==> src/rtl/rx_af_pkg.sv <==
package rx_af_pkg;
  localparam int ADDR_BYTES = 6;
  localparam int BYTE_W     = 8;
  localparam int ADDR_W     = ADDR_BYTES * BYTE_W;
  localparam int EN_W       = 4;
  // enable bit positions, visible to software
  localparam int EN_STA0    = 0;
  localparam int EN_STA1    = 1;
  localparam int EN_HASHIND = 2;
  localparam int EN_BCAST   = 3;
  localparam int NCMP       = 3;
endpackage

==> src/rtl/rx_af_len.sv <==
module rx_af_len #(
  parameter int LEN_W = 11
) (
  input  logic             clk,
  input  logic             rst,
  input  logic             in_valid,
  input  logic             in_sof,
  output logic [LEN_W-1:0] pos,
  output logic [LEN_W-1:0] len_nx
);
  localparam logic [LEN_W-1:0] LEN_MAX = '1;

  logic [LEN_W-1:0] cnt_q;

  assign pos    = in_sof ? '0 : cnt_q;
  assign len_nx = (pos == LEN_MAX) ? LEN_MAX : pos + 1'b1;

  always_ff @(posedge clk) begin
    if (rst)
      cnt_q <= '0;
    else if (in_valid)
      cnt_q <= len_nx;
  end
endmodule

==> src/rtl/rx_af_hash.sv <==
module rx_af_hash #(
  parameter int HASH_W = 6
) (
  input  logic              clk,
  input  logic              rst,
  input  logic              step,
  input  logic              first,
  input  logic [2:0]        byte_idx,
  input  logic [7:0]        din,
  output logic [HASH_W-1:0] hash_nx
);
  logic [HASH_W-1:0] hash_q;
  logic [HASH_W-1:0] contrib;

  // each address bit lands on field position (bit index mod HASH_W)
  always_comb begin
    contrib = '0;
    for (int b = 0; b < 8; b++)
      contrib[(8 * int'(byte_idx) + b) % HASH_W] ^= din[b];
  end

  assign hash_nx = (first ? '0 : hash_q) ^ contrib;

  always_ff @(posedge clk) begin
    if (rst)
      hash_q <= '0;
    else if (step)
      hash_q <= hash_nx;
  end
endmodule

==> src/rtl/rx_af_cmp.sv <==
module rx_af_cmp
  import rx_af_pkg::*;
(
  input  logic              clk,
  input  logic              rst,
  input  logic              step,
  input  logic              first,
  input  logic [2:0]        byte_idx,
  input  logic [7:0]        din,
  input  logic [ADDR_W-1:0] ref_addr,
  output logic              eq_nx
);
  logic       eq_q;
  logic [7:0] ref_byte;

  always_comb begin
    ref_byte = '0;
    for (int k = 0; k < ADDR_BYTES; k++)
      if (int'(byte_idx) == k) ref_byte = ref_addr[k*8 +: 8];
  end

  assign eq_nx = (first ? 1'b1 : eq_q) & (din == ref_byte);

  always_ff @(posedge clk) begin
    if (rst)
      eq_q <= 1'b0;
    else if (step)
      eq_q <= eq_nx;
  end
endmodule

==> src/rtl/rx_addr_filter.sv <==
module rx_addr_filter
  import rx_af_pkg::*;
#(
  parameter int HASH_W    = 6,
  parameter int LEN_W     = 11,
  parameter int MIN_LEN   = 12,
  parameter int CRC_BYTES = 4
) (
  input  logic                 clk,
  input  logic                 rst,
  input  logic                 in_valid,
  input  logic                 in_sof,
  input  logic                 in_eof,
  input  logic [7:0]           in_byte,
  input  logic [3:0]           cfg_rx_en,
  input  logic [47:0]          cfg_sta0,
  input  logic [47:0]          cfg_sta1,
  input  logic [(1<<HASH_W)-1:0] cfg_grp_tbl,
  output logic                 addr_valid,
  output logic                 addr_hit,
  output logic                 frame_done,
  output logic                 frame_accept,
  output logic [LEN_W:0]       frame_len
);
  localparam logic [LEN_W-1:0] MIN_L  = LEN_W'(MIN_LEN);
  localparam logic [LEN_W-1:0] LAST_A = LEN_W'(ADDR_BYTES - 1);
  localparam logic [LEN_W:0]   CRC_L  = (LEN_W+1)'(CRC_BYTES);

  logic [LEN_W-1:0]  pos, len_nx;
  logic              step, first, last_addr;
  logic [2:0]        byte_idx;
  logic [HASH_W-1:0] hash_nx;
  logic [NCMP-1:0]   eq_nx;
  logic [ADDR_W-1:0] refs [NCMP];
  logic              mc_q, mc_nx, hit_nx;
  logic              eff_valid, eff_hit, ok;

  rx_af_len #(.LEN_W(LEN_W)) u_len (
    .clk(clk), .rst(rst), .in_valid(in_valid), .in_sof(in_sof),
    .pos(pos), .len_nx(len_nx)
  );

  assign step      = in_valid && (pos <= LAST_A);
  assign first     = (pos == '0);
  assign last_addr = in_valid && (pos == LAST_A);
  assign byte_idx  = pos[2:0];

  rx_af_hash #(.HASH_W(HASH_W)) u_hash (
    .clk(clk), .rst(rst), .step(step), .first(first),
    .byte_idx(byte_idx), .din(in_byte), .hash_nx(hash_nx)
  );

  assign refs[0] = cfg_sta0;
  assign refs[1] = cfg_sta1;
  assign refs[2] = '1;

  for (genvar g = 0; g < NCMP; g++) begin : g_cmp
    rx_af_cmp u_cmp (
      .clk(clk), .rst(rst), .step(step), .first(first),
      .byte_idx(byte_idx), .din(in_byte), .ref_addr(refs[g]),
      .eq_nx(eq_nx[g])
    );
  end

  // group bit of the address: bit 0 of the first byte
  assign mc_nx = first ? in_byte[0] : mc_q;

  assign hit_nx = (cfg_rx_en[EN_STA0]  & eq_nx[0])
                | (cfg_rx_en[EN_STA1]  & eq_nx[1])
                | (cfg_rx_en[EN_BCAST] & eq_nx[2])
                | (cfg_grp_tbl[hash_nx] & (cfg_rx_en[EN_HASHIND] | mc_nx));

  assign eff_valid = !in_sof && (last_addr || addr_valid);
  assign eff_hit   = last_addr ? hit_nx : addr_hit;
  assign ok        = (len_nx >= MIN_L) && eff_valid && eff_hit;

  always_ff @(posedge clk) begin
    if (rst) begin
      mc_q         <= 1'b0;
      addr_valid   <= 1'b0;
      addr_hit     <= 1'b0;
      frame_done   <= 1'b0;
      frame_accept <= 1'b0;
      frame_len    <= '0;
    end else begin
      if (step && first)
        mc_q <= in_byte[0];
      if (in_valid && in_sof) begin
        addr_valid <= 1'b0;
        addr_hit   <= 1'b0;
      end
      if (last_addr) begin
        addr_valid <= 1'b1;
        addr_hit   <= hit_nx;
      end
      frame_done   <= in_valid && in_eof;
      frame_accept <= in_valid && in_eof && ok;
      frame_len    <= (in_valid && in_eof && ok) ? ({1'b0, len_nx} + CRC_L) : '0;
    end
  end
endmodule

==> config.mk <==
export PLATFORM = sky130hd
export DESIGN_NAME = rx_addr_filter
export DESIGN_NICKNAME = d
export VERILOG_FILES = /design/src/rtl/rx_af_pkg.sv /design/src/rtl/rx_af_len.sv /design/src/rtl/rx_af_hash.sv /design/src/rtl/rx_af_cmp.sv /design/src/rtl/rx_addr_filter.sv
export SDC_FILE = /design/constraint.sdc
export NUM_CORES = 1
export LEC_CHECK = 0
export ABC_AREA = 1
export BUFFER_PORTS_ARGS = -buffer_cell sky130_fd_sc_hd__buf_2
export CORE_MARGIN = 3
export CORE_UTILIZATION = 54
export DETAILED_ROUTE_END_ITERATION = 10
export GPL_TIMING_DRIVEN = 0
export PLACE_DENSITY = 0.93
export SYNTH_ARGS = -nofsm -noshare
export SYNTH_HDL_FRONTEND = slang
export SYNTH_SLANG_ARGS = --single-unit
==> constraint.sdc <==
create_clock -name clk -period 6.2 [get_ports clk]
set_clock_uncertainty 0.1 [all_clocks]
set_input_delay 0.62 -clock clk [delete_from_list [all_inputs] [get_ports clk]]
set_output_delay 0.62 -clock clk [all_outputs]
set_load 0.03 [all_outputs]
# Yosys cells after proc, flatten, opt, wreduce, memory -nomap -nowiden
# Memories as Yosys holds them, arrays and structs flattened.
# Index checks and enable logic that the tools add are counted.
[word_totals]
regBits = 37
romBits = 8
output_inout_bits = 16
elab_cells = 180
memories = 1
[mem_list]
columns = ["name", "depth", "word_bits", "read_ports", "rd_ports_with_merged_regs", "wr", "line_no", "text"]
rows = [
  ["(no name shown)", 8, 1, 1, 0, 0, "rx_af_hash.sv:19", "contrib[(8 * int'(byte_idx) + b) % HASH_W] ^= din[b];"],
]
[classes]
n_addsub = 9
div_mod_pow = 8
n_lt_le_gt_ge = 19
eq_ne = 10
n_mux = 77
bitwise = 22
reduce_logical = 23
[op_table]
columns = ["op", "n"]
rows = [
  ["32-bit by 1-bit >= comparator with 1-bit output (second input constant)", 8],
  ["32-bit by 5-bit < comparator with 1-bit output (second input constant)", 8],
  ["32-bit by 4-bit remainder unit with 32-bit output (second input constant)", 7],
  ["8-bit 2-to-1 mux", 18],
  ["6-bit bitwise mux", 7],
  ["1-bit 2-to-1 mux", 33],
  ["7-bit by 4-bit remainder unit with 32-bit output (second input constant)", 1],
  ["6-bit by 3-bit adder with 7-bit output (second input constant)", 4],
  ["1-bit demux with 3-bit select", 8],
  ["8-bit == test", 3],
  ["11-bit 2-to-1 mux", 2],
  ["1-bit binary-select mux with 3-bit select", 7],
  ["1-bit logical AND", 17],
  ["6-bit by 2-bit adder with 7-bit output (second input constant)", 2],
  ["11-bit by 3-bit adder with 12-bit output (second input constant)", 1],
  ["3-bit == test (second input constant)", 4],
  ["11-bit by 1-bit adder with 11-bit output (second input constant)", 1],
  ["11-bit == test (second input constant)", 1],
  ["11-bit by 3-bit == test with 1-bit output (second input constant)", 1],
  ["11-bit by 4-bit >= comparator with 1-bit output (second input constant)", 1],
  ["11-bit by 3-bit less-or-equal comparator with 1-bit output (second input constant)", 1],
  ["11-bit logical NOT", 1],
  ["1-bit bitwise XOR", 8],
  ["6-bit by 1-bit adder with 7-bit output (second input constant)", 1],
  ["other kinds (14)", 23],
]

# Longest topological paths before layout
# Gate-level depths: netlist (run 1).
[depth]
depth_word = 52
ltp_mapped = 47
ltp_nobuf = 46

# Modules after synthesis
# A second synthesis (run 1) with hierarchy kept.
[unflattened]
cells_unflattened = 1359
hier_area_um2 = 7712.4
[by_module_without_submodules]
columns = ["module", "instances", "cells_per_inst", "area_per_inst_um2", "seq_area_each_um2"]
rows = [
  ["rx_af_hash", 1, 502, 2855.2, 120.1],
  ["rx_af_cmp", 3, 159, 785.8, 20.0],
  ["rx_addr_filter", 1, 249, 1594.0, 340.3],
  ["rx_af_len", 1, 131, 905.9, 220.2],
]

# Worst setup path after synthesis (run 1)
# No wires, ideal clock.
[synth_timing]
kind = "input port to flip-flop"
from = "input in_sof"
to = "register frame_len[2]"
setup_ps = 117
arrival_ps = 5507
path_slack_ps = 476
cell_stages = 42
n_path_buf = 2
cell_sequence = "buf_2 -> nor2_4 -> ha_1 -> inv_1 -> ha_1 -> inv_1 -> o21ai_1 -> nand2_4 -> nor2_2 -> ha_1 -> nand4_4 -> nor2_4 -> inv_4 -> ha_1 -> inv_1 -> nand3_1 -> nand2_1 -> nand2_1 -> [... 6 more ...] -> nand3_1 -> nand3_1 -> nand3_1 -> nand2_1 -> nand2_1 -> nand2_1 -> or2_1 -> nand2_4 -> inv_2 -> nand3_1 -> nand3_1 -> nand3_1 -> nand3_1 -> nand3_2 -> nand3_1 -> nand3_2 -> buf_6 -> nor2_2"
[synth_between]
elab_chain_len = 52
elab_cells_between_ends = 159
classes_between = "add/sub (9); div (8); order compare (17); eq/ne (10); mux (74); bitwise (22); reduce/logical (18); memory (1)"
[synth_rtl]
columns = ["item", "line_no", "text"]
rows = [
  ["start, declared", "rx_addr_filter.sv:12", "input logic in_sof,"],
  ["branches (longest 52 deep; another with 32-bit by 4-bit remainder unit with 32-bit output)", "--", ""],
  ["end signal, assigned", "rx_addr_filter.sv:98", "frame_len <= (in_valid && in_eof && ok) ? ({1'b0, len_nx} + CRC_L) : '0;"],
  ["end, declared", "rx_addr_filter.sv:23", "output logic [LEN_W:0] frame_len"],
]
# Several ways; the timed one is not identified. The select of a mux whose other input is x is not followed.
# A chain may end at the register's enable or synchronous reset.

# Final worst setup path (run 1)
[layout_timing]
from = "input in_sof"
to = "register frame_len[9]"
# The elaborated chain is that of the path after synthesis.

==> flow_summary.json, run 1 <==
{
  "outcome": "completed",
  "wire_per_inst_um": 15.4,
  "cts.sinks": 37,
  "cp_max_fo": 10,
  "post-dp-hpwl_um": 17500,
  "fin_area_um2": 8120,
  "clockBufferDepth": 2,
  "finalHoldViolCount": 0,
  "routed_wl_um": 22800,
  "cts-buffers-inserted": 5,
  "critPathMaxStageDelay_ns": 0.35,
  "yosysMostFrequentCell": "nand3_1",
  "placed_area_um2": 7580,
  "cp.required_ns": 6.31,
  "maxCapViolCount": 0,
  "cts_tree": "done",
  "fin_util": 0.702,
  "hold_class": "flop to flop",
  "setup.worst_path.end_class": "flop",
  "synthTopCellsByCount": "nand3_1, nand2_1, inv_1",
  "pwr-share-seq": 0.153,
  "dieHeight_um": 115,
  "ys_types": 55,
  "synth_seq_area_share": 0.115,
  "p_per_area_nw_per_um2": 206,
  "initial_core_util": 0.559,
  "max_freq_ghz": 0.168,
  "core_um2": 11600,
  "clk_pin_slew_ns": 0.05,
  "yosysWarnings": 0,
  "whs_endpoint": "addr_valid$_SDFFE_PP0P_",
  "synth_top_flop_cell": "dfxtp_1",
  "synth_area_leaders": "nand3_1, nand2_1, dfxtp_1, inv_1, ha_1",
  "drv_slew": 0,
  "io_buffers": 189,
  "worstPathArrival_ns": 6.08,
  "synth-seq-cells": 37,
  "drt_iter0_markers": 791,
  "drive_above_1_share": 0.259,
  "syn_area_per_cell_um2": 5.74,
  "row_count": 39,
  "worstHoldPathCells": 2,
  "combPwrFrac": 0.707,
  "period_minus_slack_ns": 5.96,
  "synthCells": 1126,
  "cp-start-kind": "primary input",
  "cpMostUsedCell": "nand3_1",
  "worstRegToRegCells": 36,
  "fin_nets": 1555,
  "r2r_end": "frame_len[9]$_SDFF_PP0_",
  "drtAntennaViolNets": 0,
  "htreeDepth": 2,
  "worst_ir_drop_vdd_uv": 124,
  "root_buffer": "clkbuf_16",
  "synth-edff-count": 0,
  "worst_pin_slew_ns": 0.902,
  "syn_area_um2": 6460,
  "final.period_utilization": 0.962,
  "die_width_um": 115,
  "dieArea_um2": 13300,
  "power.total_w": 0.00167,
  "firstDrtPassIters": 6,
  "finalSetupViolations": 0,
  "swShare": 0.493,
  "grt_pass1_wl_um": 34200,
  "path_class": "primary input to flop",
  "clk_latency_ns": 0.28,
  "grt_pass1_vias": 7807,
  "syn_nets": 1338,
  "maxSlewHeadroom": 0.383,
  "fillers": 1000,
  "pin_count": 193,
  "gp_congestion": 1.01,
  "holdCritStartpoint": "addr_valid$_SDFFE_PP0P_",
  "diodes": 0,
  "track_usage": 0.309,
  "grt_max_degree": 12,
  "yosysTopAreaCellShare": 0.191,
  "timing.rr.start": "u_len.cnt_q[0]$_SDFFE_PP0P_",
  "p_leak_nw": 4.25,
  "r2r_slack_ns": 0.33,
  "syn2layout_area_growth_pct": 25.6,
  "yosysTopAreaCell": "nand3_1",
  "switchingPower_w": 0.000826,
  "slowest_stage": "ha_2",
  "vias_per_cell": 5.92,
  "drc_errors": 0,
  "async_flop_share": 0,
  "clockPowerShare": 0.140,
  "internal-power_w": 0.000848,
  "dr_total_vias": 8797,
  "overflow": 0,
  "antenna_found_initial": 0
}
[sequential cells by signal, summed over array words and instances (netlist names), 3 cells and up]
name	flops
frame_len	12
g_cmp.u_cmp.eq_q	3
u_len.cnt_q	11
u_hash.hash_q	6
[layer usage]
layer,vias to the layer above,track usage,part of all wire,routed length (um)
met3,108,0.0421,0.10,2380
met2,633,0.574,0.48,10900
met1,3846,0.357,0.37,8510
met4,0,0.118,0.044,1010
li1,4210,-,-,-
met5,-,0,0,0
[placed cells by master, fill, tap and decap left out, types with 10 or more instances in the layout]
master    count
nand3_2      16
nand4_1      17
nand2_4      10
buf_4        24
a21oi_1      36
nand3_1     240
nor2_2       15
inv_2        15
ha_1         30
o211ai_1     19
nand2_1     198
buf_2       191
o21ai_0      67
o21ai_1      10
dfxtp_1      37
nor2_1       92
clkbuf_1     17
nand2_2      14
xor2_1       24
inv_1       144
[worst max path at each step]
stage | slack, ns | from | endpoint | cells after the start
2_1_floorplan | 0.48 | in_sof | frame_len[2]$_SDFF_PP0_ | 42
4_1_cts | 0.02 | in_sof | frame_len[9]$_SDFF_PP0_ | 44
3_3_place_gp | -0.47 | in_sof | frame_len[2]$_SDFF_PP0_ | 44
3_5_place_dp | -0.67 | in_sof | frame_len[9]$_SDFF_PP0_ | 44
5_1_grt | -0.10 | in_sof | frame_len[2]$_SDFF_PP0_ | 44
6_report | 0.24 | in_sof | frame_len[9]$_SDFF_PP0_ | 37
[layout make-up]
type                       instances  area, um^2  area share
multi-input combinational        883        5070       0.625
timing repair buffer             209        1110       0.137
sequential                        37         741      0.0913
inverter                         173         671      0.0826
buffer                            34         213      0.0262
tap                              143         179      0.0220
clock buffer                       5         125      0.0154
clock inverter                     1        5.00    0.000617
[what timing repair did]
| item | in CTS | in global routing |
|---|---|---|
| endpoints found under the setup margin | 14 | 14 |
| buffers inserted | 7 | 12 |
| gates cloned | 0 | 2 |
| hold buffers | 0 | 0 |
| resized for setup | 6 | 49 |
| pin swaps | 4 | 14 |
[worst max-delay path, delay by kind of cell]
kind | cells | cell delay [ns]
xor gates and xnor gates | 1 | 0.19
adders and majority gates | 3 | 0.75
buffers and inverters | 7 | 0.94
AOI/OAI and AO/OA | 3 | 0.44
and+or+nand+nor | 23 | 3.09
[power by group through the flow]
| stage | clock (W) | combinational (W) | sequential (W) |
|---|---|---|---|
| after floorplan | 0 | 0.000809 | 0.000259 |
| after global placement | 0 | 0.00103 | 0.000260 |
| after detailed placement | 0 | 0.00105 | 0.000260 |
| after CTS | 0.000231 | 0.00107 | 0.000255 |
| after global routing | 0.000242 | 0.00131 | 0.000257 |
| final | 0.000234 | 0.00118 | 0.000256 |
[kinds of logic after synthesis]
group,synth area share
compound gates,0.152
xor+xnor,0.0422
fa+ha+maj,0.0678
buf+inv,0.132
flops,0.115
simple gates,0.491
[through the flow]
stage | TNS, ns | setup WS [ns] | instances | hold WS [ns]
final | 0 | 0.237 | 1485 | 0.391
after global routing | -0.915 | -0.103 | 1485 | 0.429
after CTS | 0 | 0.0159 | 1471 | 0.390
after detailed placement | -8.51 | -0.672 | 1458 | 0.381
after global placement | -5.77 | -0.475 | 1458 | 0.361
after floorplan | 0 | 0.476 | 1126 | 0.336
Power figures use the tool's default switching activity.
==> run 2, diff against run 1 <==
Settings changed: CORE_UTILIZATION 54 to 55, CTS_BUF_LIST set to sky130_fd_sc_hd__clkbuf_2, PLACE_DENSITY 0.93 to 0.94.
==> flow_summary.json, run 2 (same netlist as run 1, synthesis figures left out) <==
{
  "track_usage": 0.308,
  "htreeDepth": 2,
  "cp_max_fo": 10,
  "core_um2": 11200,
  "maxSlewHeadroom": 0.403,
  "dr_total_vias": 8685,
  "p_leak_nw": 4.25,
  "hold_buffers": 0,
  "grt_pass1_vias": 7677,
  "root_buffer": "clkbuf_2",
  "drc_errors": 0,
  "pin_count": 193,
  "largest_reg_flops": 12,
  "p_per_area_nw_per_um2": 200,
  "pwr-share-seq": 0.159,
  "grt_most_used_layer": "met2",
  "worst_ir_drop_vdd_uv": 179,
  "worstHoldPathCells": 3,
  "final_cell_mix": "nand3_1, nand2_1, buf_2",
  "diodes": 0,
  "overflow": 0,
  "setup.worst_path.end_class": "flop",
  "swShare": 0.505,
  "post-dp-hpwl_um": 17400,
  "period_minus_slack_ns": 5.93,
  "routed_wl_um": 22500,
  "switchingPower_w": 0.000816,
  "drive_above_1_share": 0.252,
  "cpMostUsedCell": "nand3_1",
  "cp.required_ns": 6.46,
  "combPwrFrac": 0.716,
  "cts-buffers-inserted": 5,
  "wire_per_inst_um": 15.1,
  "r2r_end": "frame_len[2]$_SDFF_PP0_",
  "outcome": "completed",
  "clockPowerShare": 0.125,
  "drv_slew": 0,
  "vias_per_cell": 5.84,
  "antenna_found_initial": 0,
  "drtAntennaViolNets": 0,
  "use_met2": 0.550,
  "critPathMaxStageDelay_ns": 0.31,
  "worstPathArrival_ns": 6.18,
  "worst_pin_slew_ns": 0.873,
  "use_met3": 0.0418,
  "dieArea_um2": 13100,
  "cts_tree": "done",
  "slowest_stage": "ha_1",
  "gp_congestion": 1.04,
  "maxCapViolCount": 0,
  "grt_use_met1": 0.370,
  "dpl_worst_slack_ns": -0.581,
  "fin_util": 0.722,
  "holdCritStartpoint": "in_eof",
  "drt_iter0_markers": 890,
  "initial_core_util": 0.578,
  "finalHoldViolCount": 0,
  "r2r_slack_ns": 0.29,
  "fin_nets": 1559,
  "whs_endpoint": "frame_done$_SDFF_PP0_",
  "dp.cells": 1455,
  "internal-power_w": 0.000799,
  "grt_pass1_wl_um": 33900,
  "syn2layout_area_growth_pct": 24.8,
  "final-instance-count-excl-fill": 1488,
  "worstRegToRegCells": 43,
  "finalWorstSetupSlack_ns": 0.273,
  "final.period_utilization": 0.956,
  "timing.rr.start": "u_len.cnt_q[0]$_SDFFE_PP0P_",
  "finalSetupViolations": 0,
  "io_buffers": 189,
  "hold_class": "primary input to flop",
  "regMostFlops": "frame_len",
  "cp-start-kind": "primary input",
  "final_common_cell": "nand3_1",
  "dieHeight_um": 114,
  "cts.sinks": 37,
  "die_width_um": 114,
  "clockBufferDepth": 2,
  "clk_latency_ns": 0.41,
  "reg.largest.list": "frame_len x12, u_len.cnt_q x11, u_hash.hash_q x6",
  "row_count": 38,
  "path_class": "primary input to flop",
  "clk_pin_slew_ns": 0.22,
  "max_freq_ghz": 0.169,
  "grt_max_degree": 14,
  "firstDrtPassIters": 9
}
==> run 2: cell count changes in the layout (fill, tap and decap cells not counted), sizes merged <==
| cell | previous run | this run |
|---|---|---|
| buf | 225 | 229 |
| bufinv | 0 | 2 |
| clkinv | 11 | 9 |
| inv | 162 | 164 |
| nand2 | 223 | 222 |
| nor2 | 114 | 115 |
==> run 2: timing repair <==
item                                    CTS  global route
endpoints found under the setup margin   12            15
pin swaps                                 0            14
resized for setup                         3            36
buffers inserted                          1            22
gates cloned                              0             2
==> run 2: power by group through the flow <==
| stage | sequential, W | combinational [W] | clock, W |
|---|---|---|---|
| 2_1_floorplan | 0.000259 | 0.000809 | 0 |
| 3_3_place_gp | 0.000260 | 0.00103 | 0 |
| 3_5_place_dp | 0.000260 | 0.00105 | 0 |
| 4_1_cts | 0.000255 | 0.00106 | 0.000201 |
| 5_1_grt | 0.000257 | 0.00128 | 0.000212 |
| 6_report | 0.000256 | 0.00116 | 0.000202 |
==> run 2: routing by layer <==
layer	wire, um	share of wire
met1	8670	0.39
met2	10800	0.48
met3	2120	0.094
met4	905	0.040
met5	0	0
==> run 2: cell type report <==
type	count	area [um^2]
buffer	34	213
inverter	173	666
multi-input combinational	883	5010
timing repair buffer	213	1160
fill	945	3110
clock buffer	5	25.0
sequential	37	743
tap	140	175
clock inverter	3	68.8
==> run 2: worst max-delay path by stage <==
stage	from	end	cells past startpoint
2_1_floorplan	in_sof	frame_len[2]$_SDFF_PP0_	42
3_5_place_dp	in_sof	frame_len[4]$_SDFF_PP0_	44
3_3_place_gp	in_sof	frame_len[2]$_SDFF_PP0_	44
6_report	in_sof	frame_len[2]$_SDFF_PP0_	44
5_1_grt	in_sof	frame_len[5]$_SDFF_PP0_	44
4_1_cts	in_sof	frame_len[4]$_SDFF_PP0_	44
==> run 2: worst max-delay path: cells and delay by family <==
family	cells	cell delay, ns
compound gates	2	0.17
simple gates	24	2.85
buf+inv	13	1.60
fa+ha+maj	3	0.64
xor+xnor	2	0.27
==> run 2: per-stage QoR <==
| stage | total power (W) | hold WS, ns | TNS [ns] | instance area, um^2 |
|---|---|---|---|---|
| floorplan | 0.00107 | 0.336 | 0 | 6460 |
| global placement | 0.00129 | 0.362 | -5.55 | 7580 |
| detailed placement | 0.00131 | 0.370 | -7.24 | 7580 |
| CTS | 0.00152 | 0.362 | 0 | 7700 |
| global route | 0.00175 | 0.367 | -0.833 | 8060 |
| finish | 0.00162 | 0.364 | 0 | 8060 |
==> run 3, diff against run 2 <==
==> constraint.sdc (replaced) <==
create_clock -name clk -period 6.2 [get_ports clk]
set_clock_uncertainty 0.1 [all_clocks]
set_input_delay 0.31 -clock clk [delete_from_list [all_inputs] [get_ports clk]]
set_output_delay 0.31 -clock clk [all_outputs]
set_load 0.03 [all_outputs]
==> flow_summary.json, run 3 (same netlist as run 1, synthesis figures left out) <==
{
  "max_freq_ghz": 0.169,
  "cp-start-kind": "flop",
  "maxSlewHeadroom": 0.413,
  "final_common_cell": "nand3_1",
  "drc_errors": 0,
  "internal-power_w": 0.000799,
  "p_per_area_nw_per_um2": 200,
  "drtAntennaViolNets": 0,
  "drt_iter0_markers": 872,
  "clk_latency_ns": 0.43,
  "worst-path-buf-inv": 12,
  "fin_util": 0.721,
  "cts.sinks": 37,
  "drive_above_1_share": 0.253,
  "cpMostUsedCell": "nand3_1",
  "clockBufferDepth": 2,
  "power.total_w": 0.00161,
  "antenna_found_initial": 0,
  "row_count": 38,
  "grt_pass1_vias": 7677,
  "finalHoldViolCount": 0,
  "slowest_stage": "dfxtp_2",
  "worstPathArrival_ns": 6.17,
  "worst_pin_slew_ns": 0.858,
  "firstDrtPassIters": 8,
  "diodes": 0,
  "pwr-share-seq": 0.159,
  "swShare": 0.505,
  "vias_per_cell": 5.74,
  "clockPowerShare": 0.126,
  "clk_pin_slew_ns": 0.23,
  "wire_per_inst_um": 14.9,
  "pin_count": 193,
  "routed_wl_um": 22200,
  "maxCapViolCount": 0,
  "drv_slew": 0,
  "cts-buffers-inserted": 5,
  "dieArea_um2": 13100,
  "dr_total_vias": 8549,
  "dieHeight_um": 114,
  "gp_congestion": 1.04,
  "r2r_slack_ns": 0.29,
  "critPathMaxStageDelay_ns": 0.39,
  "htreeDepth": 2,
  "combPwrFrac": 0.715,
  "worstRegToRegCells": 43,
  "tns_ns": 0,
  "grt_pass1_wl_um": 33900,
  "regMostFlops": "frame_len",
  "holdCritStartpoint": "in_eof",
  "path_class": "flop to flop",
  "worst_ir_drop_vdd_uv": 179,
  "post-dp-hpwl_um": 17400,
  "period_minus_slack_ns": 5.91,
  "grt_max_degree": 14,
  "largest_reg_flops": 12,
  "setup.worst_path.end_class": "flop",
  "worstSetupStartpoint": "u_len.cnt_q[0]$_SDFFE_PP0P_",
  "outcome": "completed",
  "timing.rr.start": "u_len.cnt_q[0]$_SDFFE_PP0P_",
  "cts_tree": "done",
  "cp_top_family": "simple AND/OR/NAND/NOR gates",
  "whs_endpoint": "frame_done$_SDFF_PP0_",
  "r2r_end": "frame_len[2]$_SDFF_PP0_",
  "cp.required_ns": 6.46,
  "overflow": 0,
  "io_buffers": 189,
  "root_buffer": "clkbuf_2",
  "finalSetupViolations": 0,
  "fin_area_um2": 8060,
  "initial_core_util": 0.578,
  "hold_class": "primary input to flop",
  "core_um2": 11200,
  "p_leak_nw": 4.25,
  "final-instance-count-excl-fill": 1489,
  "fin_nets": 1560,
  "worstHoldPathCells": 3,
  "track_usage": 0.308,
  "die_width_um": 114,
  "placed_area_um2": 7580,
  "syn2layout_area_growth_pct": 24.7,
  "dp.cells": 1455,
  "final_cell_mix": "nand3_1, nand2_1, buf_2",
  "cp_max_fo": 10,
  "reg.largest.list": "frame_len x12, u_len.cnt_q x11, u_hash.hash_q x6",
  "switchingPower_w": 0.000814,
  "final.period_utilization": 0.953
}
run 3: repair_timing:
item                       4_1_cts  5_1_grt
gates cloned                     0        2
buffers inserted                 1       23
pin swaps                        0       14
hold buffers                     0        0
gates resized for setup          3       31
setup endpoints to repair       10       15
run 3: worst max path at each step:
stage,depth (start not counted),end
floorplan,42,frame_len[2]$_SDFF_PP0_
global placement,44,frame_len[2]$_SDFF_PP0_
detailed placement,44,frame_len[4]$_SDFF_PP0_
CTS,42,frame_len[4]$_SDFF_PP0_
global route,43,frame_len[11]$_SDFF_PP0_
finish,43,frame_len[2]$_SDFF_PP0_
run 3: power groups by stage:
stage / Clock (W) / Sequential [W] / Combinational [W]
floorplan: 0 / 0.000259 / 0.000809
global placement: 0 / 0.000260 / 0.00103
detailed placement: 0 / 0.000260 / 0.00105
CTS: 0.000201 / 0.000255 / 0.00106
global route: 0.000211 / 0.000257 / 0.00128
finish: 0.000203 / 0.000256 / 0.00115
run 3: worst reg2reg max path, delay by kind of cell (launching register included):
| kind | cells | cell delay (ns) |
|---|---|---|
| simple gates | 24 | 2.86 |
| flops | 1 | 0.39 |
| xor+xnor | 2 | 0.28 |
| compound gates | 2 | 0.17 |
| fa+ha+maj | 3 | 0.65 |
| buf+inv | 12 | 1.41 |
run 3: cell type report:
| class | instances | area, um^2 |
|---|---|---|
| clock inverters | 3 | 68.8 |
| flip-flops and latches | 37 | 743 |
| plain buffers | 34 | 206 |
| clock buffers | 5 | 25.0 |
| multi-input cells | 883 | 5010 |
| well taps | 140 | 175 |
| repair buffers | 214 | 1160 |
| inverters | 173 | 663 |
| fillers | 950 | 3120 |
run 3: metrics by stage:
step	hold WS, ns	setup WS [ns]
detailed placement	0.370	-0.271
global placement	0.362	-0.148
CTS	0.0524	0.0421
finish	0.0348	0.289
global route	0.0610	-0.0786
floorplan	0.336	0.786
run 3: routing by layer:
| layer | track usage | routed length, um | vias up |
|---|---|---|---|
| li1 | - | - | 4230 |
| met1 | 0.370 | 8770 | 3772 |
| met2 | 0.550 | 10600 | 465 |
| met3 | 0.0418 | 1910 | 82 |
| met4 | 0.127 | 882 | 0 |
| met5 | 0 | 0 | - |
